`src/rtl/cnt_port_pkg.sv`:
```
package cnt_port_pkg;
    localparam int BYTE_W = 8;

    typedef enum logic [1:0] {
        TGT_CMD  = 2'b00,
        TGT_MODE = 2'b01,
        TGT_IO   = 2'b10,
        TGT_IDX  = 2'b11
    } tgt_e;

    typedef struct packed {
        logic ptr_clr;
        logic clr_flags;
        logic clr_err;
        logic ld_cnt;
        logic cap_latch;
        logic ld_psc;
    } cmd_t;
endpackage

```
`src/rtl/cnt_cmd_dec.sv`:
```
module cnt_cmd_dec
    import cnt_port_pkg::*;
(
    input  logic       valid_i,
    input  logic [6:0] byte_i,
    output cmd_t       cmd_o,
    output logic [2:0] cfg_we_o
);
    localparam int TGT_LSB = 5;
    localparam int CLR_LSB = 1;
    localparam int XFR_LSB = 3;

    logic [1:0] clr_f;
    logic [1:0] xfr_f;
    tgt_e       tgt;

    assign clr_f = byte_i[CLR_LSB +: 2];
    assign xfr_f = byte_i[XFR_LSB +: 2];
    assign tgt   = tgt_e'(byte_i[TGT_LSB +: 2]);

    always_comb begin
        cmd_o    = '0;
        cfg_we_o = '0;
        if (valid_i) begin
            case (tgt)
                TGT_CMD: begin
                    cmd_o.ptr_clr   = byte_i[0];
                    cmd_o.clr_flags = (clr_f == 2'd2);
                    cmd_o.clr_err   = (clr_f == 2'd3);
                    cmd_o.ld_cnt    = (xfr_f == 2'd1);
                    cmd_o.cap_latch = (xfr_f == 2'd2);
                    cmd_o.ld_psc    = (xfr_f == 2'd3);
                end
                TGT_MODE: cfg_we_o[0] = 1'b1;
                TGT_IO:   cfg_we_o[1] = 1'b1;
                TGT_IDX:  cfg_we_o[2] = 1'b1;
                default:  cfg_we_o    = '0;
            endcase
        end
    end
endmodule

```
`src/rtl/cnt_byte_ptr.sv`:
```
module cnt_byte_ptr #(
    parameter int NBYTES = 3,
    localparam int PTR_W = (NBYTES > 1) ? $clog2(NBYTES) : 1
) (
    input  logic             clk,
    input  logic             rst_n,
    input  logic             clr_i,
    input  logic             step_i,
    output logic [PTR_W-1:0] ptr_o
);
    localparam logic [PTR_W-1:0] LAST = PTR_W'(NBYTES - 1);

    logic [PTR_W-1:0] ptr_d, ptr_q;

    always_comb begin
        ptr_d = ptr_q;
        if (clr_i) begin
            ptr_d = '0;
        end else if (step_i) begin
            ptr_d = (ptr_q == LAST) ? '0 : ptr_q + 1'b1;
        end
    end

    always_ff @(posedge clk or negedge rst_n) begin
        if (!rst_n) ptr_q <= '0;
        else        ptr_q <= ptr_d;
    end

    assign ptr_o = ptr_q;
endmodule

```
`src/rtl/cnt_port.sv`:
```
module cnt_port
    import cnt_port_pkg::*;
#(
    parameter int NBYTES = 3,
    parameter int CFG_W  = 5,
    localparam int VAL_W = NBYTES * BYTE_W,
    localparam int PTR_W = (NBYTES > 1) ? $clog2(NBYTES) : 1
) (
    input  logic              clk,
    input  logic              rst_n,
    input  logic              wr_en_i,
    input  logic              rd_en_i,
    input  logic              ctrl_sel_i,
    input  logic [BYTE_W-1:0] wdata_i,
    output logic [BYTE_W-1:0] rdata_o,
    input  logic [VAL_W-1:0]  count_i,
    input  logic              err_flag_i,
    input  logic              up_flag_i,
    output logic [VAL_W-1:0]  preset_o,
    output logic [CFG_W-1:0]  mode_cfg_o,
    output logic [CFG_W-1:0]  io_cfg_o,
    output logic [CFG_W-1:0]  idx_cfg_o,
    output logic              ld_cnt_o,
    output logic              latch_o,
    output logic              ld_psc_o,
    output logic              clr_flags_o,
    output logic              clr_err_o
);
    localparam int ERR_BIT = 4;
    localparam int UP_BIT  = 5;

    typedef struct packed {
        logic [VAL_W-1:0] preset;
        logic [VAL_W-1:0] latch;
        logic [CFG_W-1:0] mode;
        logic [CFG_W-1:0] io;
        logic [CFG_W-1:0] idx;
        logic             clr_flags;
        logic             clr_err;
        logic             ld_cnt;
        logic             cap;
        logic             ld_psc;
    } state_t;

    state_t st_d, st_q;

    logic             data_wr, data_rd, ctl_wr;
    logic [PTR_W-1:0] ptr;
    cmd_t             cmd;
    logic [2:0]       cfg_we;
    logic [BYTE_W-1:0] lane, status;

    assign data_wr = wr_en_i & ~ctrl_sel_i;
    assign data_rd = rd_en_i & ~ctrl_sel_i & ~wr_en_i;
    assign ctl_wr  = wr_en_i & ctrl_sel_i;

    cnt_cmd_dec u_dec (
        .valid_i  (ctl_wr),
        .byte_i   (wdata_i[6:0]),
        .cmd_o    (cmd),
        .cfg_we_o (cfg_we)
    );

    cnt_byte_ptr #(.NBYTES(NBYTES)) u_ptr (
        .clk    (clk),
        .rst_n  (rst_n),
        .clr_i  (cmd.ptr_clr),
        .step_i (data_wr | data_rd),
        .ptr_o  (ptr)
    );

    always_comb begin
        st_d           = st_q;
        st_d.clr_flags = cmd.clr_flags;
        st_d.clr_err   = cmd.clr_err;
        st_d.ld_cnt    = cmd.ld_cnt;
        st_d.cap       = cmd.cap_latch;
        st_d.ld_psc    = cmd.ld_psc;
        if (data_wr) begin
            for (int b = 0; b < NBYTES; b++) begin
                if (ptr == PTR_W'(b)) st_d.preset[b*BYTE_W +: BYTE_W] = wdata_i;
            end
        end
        if (cmd.cap_latch) st_d.latch = count_i;
        if (cfg_we[0]) st_d.mode = wdata_i[CFG_W-1:0];
        if (cfg_we[1]) st_d.io   = wdata_i[CFG_W-1:0];
        if (cfg_we[2]) st_d.idx  = wdata_i[CFG_W-1:0];
    end

    always_ff @(posedge clk or negedge rst_n) begin
        if (!rst_n) st_q <= '0;
        else        st_q <= st_d;
    end

    always_comb begin
        lane = '0;
        for (int b = 0; b < NBYTES; b++) begin
            if (ptr == PTR_W'(b)) lane = st_q.latch[b*BYTE_W +: BYTE_W];
        end
        status          = '0;
        status[UP_BIT]  = up_flag_i;
        status[ERR_BIT] = err_flag_i;
    end

    assign rdata_o     = ctrl_sel_i ? status : lane;
    assign preset_o    = st_q.preset;
    assign mode_cfg_o  = st_q.mode;
    assign io_cfg_o    = st_q.io;
    assign idx_cfg_o   = st_q.idx;
    assign ld_cnt_o    = st_q.ld_cnt;
    assign latch_o     = st_q.cap;
    assign ld_psc_o    = st_q.ld_psc;
    assign clr_flags_o = st_q.clr_flags;
    assign clr_err_o   = st_q.clr_err;
endmodule

```
`config.mk`:
```
export PLATFORM = sky130hd
export DESIGN_NAME = cnt_port
export DESIGN_NICKNAME = d
export VERILOG_FILES = /design/src/rtl/cnt_port_pkg.sv /design/src/rtl/cnt_cmd_dec.sv /design/src/rtl/cnt_byte_ptr.sv /design/src/rtl/cnt_port.sv
export SDC_FILE = /design/constraint.sdc
export NUM_CORES = 1
export LEC_CHECK = 0
export CORE_ASPECT_RATIO = 1.25
export CORE_MARGIN = 2
export CORE_UTILIZATION = 27
export DETAILED_ROUTE_END_ITERATION = 16
export DONT_BUFFER_PORTS = 1
export GPL_TIMING_DRIVEN = 0
export HOLD_SLACK_MARGIN = 0.08
export PLACE_DENSITY = 0.47
export SLEW_MARGIN = 20
export SYNTH_ARGS = -nofsm -noshare
export SYNTH_HDL_FRONTEND = slang
export SYNTH_SLANG_ARGS = --single-unit
```
`constraint.sdc`:
```
create_clock -name clk -period 1.95 [get_ports clk]
set_input_delay 0.39 -clock clk [delete_from_list [all_inputs] [get_ports clk]]
set_output_delay 0.39 -clock clk [all_outputs]
set_load 0.03 [all_outputs]
```
After elaboration in Yosys (flattened, before gate mapping)
Cells that the tools add are included.

storage, ports and cells
  register bits after elaboration = 70
  input port bits = 39
  output and inout port bits = 52

operators by class
  $add $sub $neg = 1
  eq/ne operators = 10
  mux-type cells = 13
  bitwise operators = 7
  reduce and logical (&&, ||, !) cells = 6

operators with widths
  kind                                            count
  two-way mux 8 bit                               4
  == test 2 bit (second input constant)           7
  two-way mux 6 bit                               2
  == test 2 x 1 -> 1 bit (second input constant)  3
  two-way mux 2 bit                               3
  AND reduction 2 bit                             3
  AND 1 bit                                       4
  logical NOT 2 bit                               2
  two-way mux 1 bit                               3
  two-way mux 3 bit                               1
  adder 2 x 1 -> 2 bit (second input constant)    1
  inverter 1 bit                                  2
  nonzero test 2 bit                              1
  bitwise OR 1 bit                                1

Depth between registers and ports, before layout
  depth in word-level cells = 6
  mapped depth = 5
  gate-level depth less buffers = 3

Modules after synthesis
A second synthesis with hierarchy kept.

second synthesis, totals
  cells, all modules = 238
  area total of the unflattened synthesis = 3240.6 um^2

modules (own cells, without submodules)
  module        times used  cells each  area an instance (um^2)
  cnt_port      1           218         3055.4
  cnt_cmd_dec   1           12          96.3
  cnt_byte_ptr  1           8           88.8

Least setup slack after synthesis
Ideal clock, no wire load.

  kind = flip-flop to output port
  from = reg u_ptr.ptr_q[0], in the netlist u_ptr.ptr_o[0]
  to = out rdata_o[4]
  arrival time = 1.444 ns
  data required time = 1.560 ns
  slack = 0.116 ns
  stages on the path, launching flop included = 5
  cells stage by stage = dfrtp_1 buf_2 mux2_2 a221oi_1 a21oi_1

between the ends
  cells in the longest elaborated chain, start to end = 5

ends and longest elaborated chain
  item                            RTL line            source
  start: declaration              cnt_byte_ptr.sv:13  logic [PTR_W-1:0] ptr_d, ptr_q;
  start signal: assignment        cnt_byte_ptr.sv:26  else ptr_q <= ptr_d;
  logical NOT 2 bit               cnt_port.sv:98      if (ptr == PTR_W'(b)) lane = st_q.latch[b*BYTE_W +: BYTE_W];
  two-way mux 8 bit (2 in a row)  cnt_port.sv:98
  two-way mux 8 bit *             cnt_port.sv:98
  two-way mux 8 bit *             cnt_port.sv:105     assign rdata_o = ctrl_sel_i ? status : lane;
  end: declaration                cnt_port.sv:15      output logic [BYTE_W-1:0] rdata_o,

Mark *: on every way between the ends. The rest lies on a longest branch, timed or not.

Final worst setup path
  from = reg u_ptr.ptr_q[0], in the netlist u_ptr.ptr_o[0]
  to = out rdata_o[5]

Same word-level chain as after synthesis.

==> Flow_metrics.wiki <==
{| class="wikitable"
! Metric !! Value
|-
| Outcome || complete, but fails checks
|-
| Failing checks || hold timing, setup timing
|-
| Slew Limit Fails || 0
|-
| Most frequent cell after synthesis || sky130_fd_sc_hd__dfrtp_1
|-
| Max capacitance violation total || 0
|-
| Critical path fanouts, max || 8
|-
| Final core utilization || 0.336
|-
| Filler Cell Count || between 1000 and 1500
|-
| Syn avg cell area || about 13 µm²
|-
| Average wire per standard cell || ~17 µm
|-
| Skew final || around 0.0030 ns
|-
| Antenna violations before repair || 2
|-
| First drt pass iteration count || 4
|-
| Horizontal die dimension || between 100 and 150 µm
|-
| Post-Place Setup Slack || -0.151 ns
|-
| Post-synthesis cell count || around 240
|-
| Input/output buffers || 0
|-
| Slowest stage delay, CP || about 0.43 ns
|-
| Vias in the first global route || around 1900
|-
| First-pass GRT wire length || between 10000 and 15000 µm
|-
| Worst Tran Pin Value || 0.566 ns
|-
| Net count, final || just under 300
|-
| CP max-delay cell || sky130_fd_sc_hd__dfrtp_2
|-
| Number of standard-cell rows in the floorplan || 44
|-
| Ordered cell list for the critical path || buf_8 -> mux2_4 -> a221oi_4 -> a21oi_4
|-
| Post-route worst hold slack || -0.249 ns
|-
| Overflow left after global routing || 0
|-
| Relative slew slack || 0.623
|-
| Unrepaired setup endpoints after global routing || yes
|-
| Initial drt markers || 36
|-
| Mapped cell area || 3180 µm²
|-
| Area enclosed by the die boundary || 12700 µm²
|-
| Ratio of routed vias to standard cells || 4.48
|-
| Clock transition at the register clock pins on the worst setup and hold paths after CTS || ~0.060 ns
|-
| Syn. warnings || 0
|-
| Total routing resource utilization after global routing || 0.114
|-
| Net Count, Synth || around 280
|-
| Post-route setup slack || -0.0281 ns
|-
| Maximum frequency from static timing analysis || approximately 510 MHz
|-
| Number of H-tree levels || 3
|-
| Clock latency on the worst-skew pair || between 0.3 and 0.4 ns
|-
| EDFF count, synth || 0
|-
| Number of remaining DRC errors || 0
|-
| Share of layout cells above drive strength 1 || 0.430
|-
| Post-route ant nets || 0
|-
| Sequential cell area fraction in the yosys report || 0.551
|-
| Family with the most delay on the worst path || flip-flops
|-
| Final HPWL from detailed placement || between 4000 and 5000 µm
|-
| Post-synth top flop || sky130_fd_sc_hd__dfrtp_1
|-
| Cell types occupying the most area after synthesis || sky130_fd_sc_hd__dfrtp_1 55%, sky130_fd_sc_hd__mux2_1 17%, sky130_fd_sc_hd__buf_4 9.4%
|-
| Critical path startpoint category || flip-flop
|-
| DR vias || between 1500 and 2000
|-
| Die span in y || 125 µm
|-
| CTS root buffer || sky130_fd_sc_hd__clkbuf_16
|-
| TritonCTS clock tree || yes
|-
| Synth-to-layout area growth || 22.1%
|-
| Total wire length after detailed routing || slightly below 7000 µm
|-
| Effective utilization at floorplan || 0.275
|-
| Sum of buffers and inverters on the critical path || 1
|-
| Most instantiated cells after synthesis || 70 x sky130_fd_sc_hd__dfrtp_1, 47 x sky130_fd_sc_hd__mux2_1, 40 x sky130_fd_sc_hd__buf_4
|-
| CTS Buffer Depth || 2
|-
| Final Cycle Share || 1.01
|-
| Worst IR Drop VDD || between 0.5 and 0.6 mV
|-
| Core box area || 11600 µm²
|-
| Final-report hold violation count || 70
|-
| Total leakage power || 0.00178 µW
|-
| Fin crit period || about 2.0 ns
|-
| #FFs+latches synth || 70
|-
| Critical path capture point type || primary output
|-
| Largest net degree at the start of global routing || 71
|-
| Number of library cell types mapped by synthesis || 25
|-
| Ratio of total power to cell area || roughly 1600 nW/µm²
|-
| Min-delay worst type || in2async
|-
| Number of CTS-inserted buffers || 9
|-
| Final setup violation count || 4
|-
| Required time of the critical path || 1.56 ns
|-
| Synth area leader || sky130_fd_sc_hd__dfrtp_1
|-
| Final GP Congestion || around 0.7
|-
| Number of sinks handled by clock tree synthesis || 70
|-
| Arr. time, crit path || ~1.6 ns
|-
| WS Path Type || reg2out
|-
| Post-synth top area share || 0.551
|-
| Boundary pin count || 91
|-
| Asr flop ratio synth || 1.00
|}
-- stage by stage --
step	power [µW]	std cells	area (µm²)	setup TNS, ns
floorplan	3950	237	3180	0
global route	6440	398	3890	-0.366
CTS	6130	394	3850	-0.239
finish	6090	398	3890	-0.0654
detailed placement	4200	375	3350	-0.873
global placement	4180	375	3350	-0.901
-- worst reg2reg max path, stage by stage, from the launching register on --
cell and delay [ns]:
sky130_fd_sc_hd__dfrtp_2 0.44, sky130_fd_sc_hd__clkinv_2 0.28, sky130_fd_sc_hd__nor3_4 0.55, sky130_fd_sc_hd__mux2_1 0.38
-- layer usage --
metal	GRT usage	routed length [µm]	vias to the layer above
met5	0	0	-
met1	0.145	2980	878
met2	0.167	3060	77
met3	0.0548	639	12
li1	-	-	818
met4	0.0429	112	0
-- flip-flops by register name, summed over array words and instances, names as in the netlist --
register	cells
idx_cfg_o	5
clr_err_o	1
clr_flags_o	1
st_q	24
mode_cfg_o	5
ld_psc_o	1
io_cfg_o	5
ld_cnt_o	1
u_ptr.ptr_o	2
latch_o	1
preset_o	24
-- where the power goes --
group | switching, µW | total, µW | internal, µW
registers | 245 | 2140 | 1900
clock network | 588 | 1600 | 1010
logic | 1350 | 2350 | 1000
total | 2180 | 6090 | 3910
-- final timing paths --
kind / start / endpoint / slack (ns) / cells after the start
worst max-delay path: u_ptr.ptr_o[0] / rdata_o[5] / -0.03 / 4
worst min-delay path: rst_n / idx_cfg_o[4] / -0.25 / 0
worst max register to register: u_ptr.ptr_o[1] / preset_o[23] / 0.19 / 3
worst min register to register: preset_o[11] / preset_o[11] / 0.48 / 1
max in group asynchronous: rst_n / latch_o / 2.10 / 0
min in group clk: wdata_i[1] / clr_flags_o / 0.12 / 1
-- area by class of cell --
type                       instances  area, µm²  area share
antenna                            2       5.00     0.00129
timing repair buffer               6       45.0      0.0116
buffer                            47        347      0.0892
tap                              138        173      0.0444
sequential                        70       1750       0.451
multi-input combinational        116       1260       0.323
clock inverter                     4       47.5      0.0122
inverter                           4       16.3     0.00419
clock buffer                      11        243      0.0625
-- repair_timing --
| item | CTS | global route |
|---|---|---|
| endpoints found under the hold margin | 70 | 70 |
| buffers inserted | 4 | 2 |
| gates resized for setup | 36 | 6 |
| endpoints found under the setup margin | 8 | 8 |
| pin swaps | 3 | 6 |
-- logic make-up (layout without fill, tap and decap cells) --
group / count (synthesis) / count (layout) / synth area share
DFF: 70 / 70 / 0.551
buffers and inverters: 51 / 72 / 0.109
muxes: 72 / 72 / 0.254
other: 0 / 2 / 0
AOI/OAI and AO/OA: 13 / 13 / 0.0244
and+or+nand+nor: 31 / 31 / 0.0617
-- cells in the final DEF (no fill, tap or decap), types with 3 or more instances in the layout --
cell and instances:
sky130_fd_sc_hd__mux2_1 47, sky130_fd_sc_hd__clkinv_2 3, sky130_fd_sc_hd__mux2_2 18, sky130_fd_sc_hd__mux2_4 6, sky130_fd_sc_hd__nor2b_1 3, sky130_fd_sc_hd__nand2_1 11
sky130_fd_sc_hd__clkbuf_16 9, sky130_fd_sc_hd__dfrtp_1 68, sky130_fd_sc_hd__buf_4 47, sky130_fd_sc_hd__a21oi_4 8, sky130_fd_sc_hd__buf_2 3, sky130_fd_sc_hd__nand2_4 3
No activity file was read; power rests on OpenSTA's default activity.
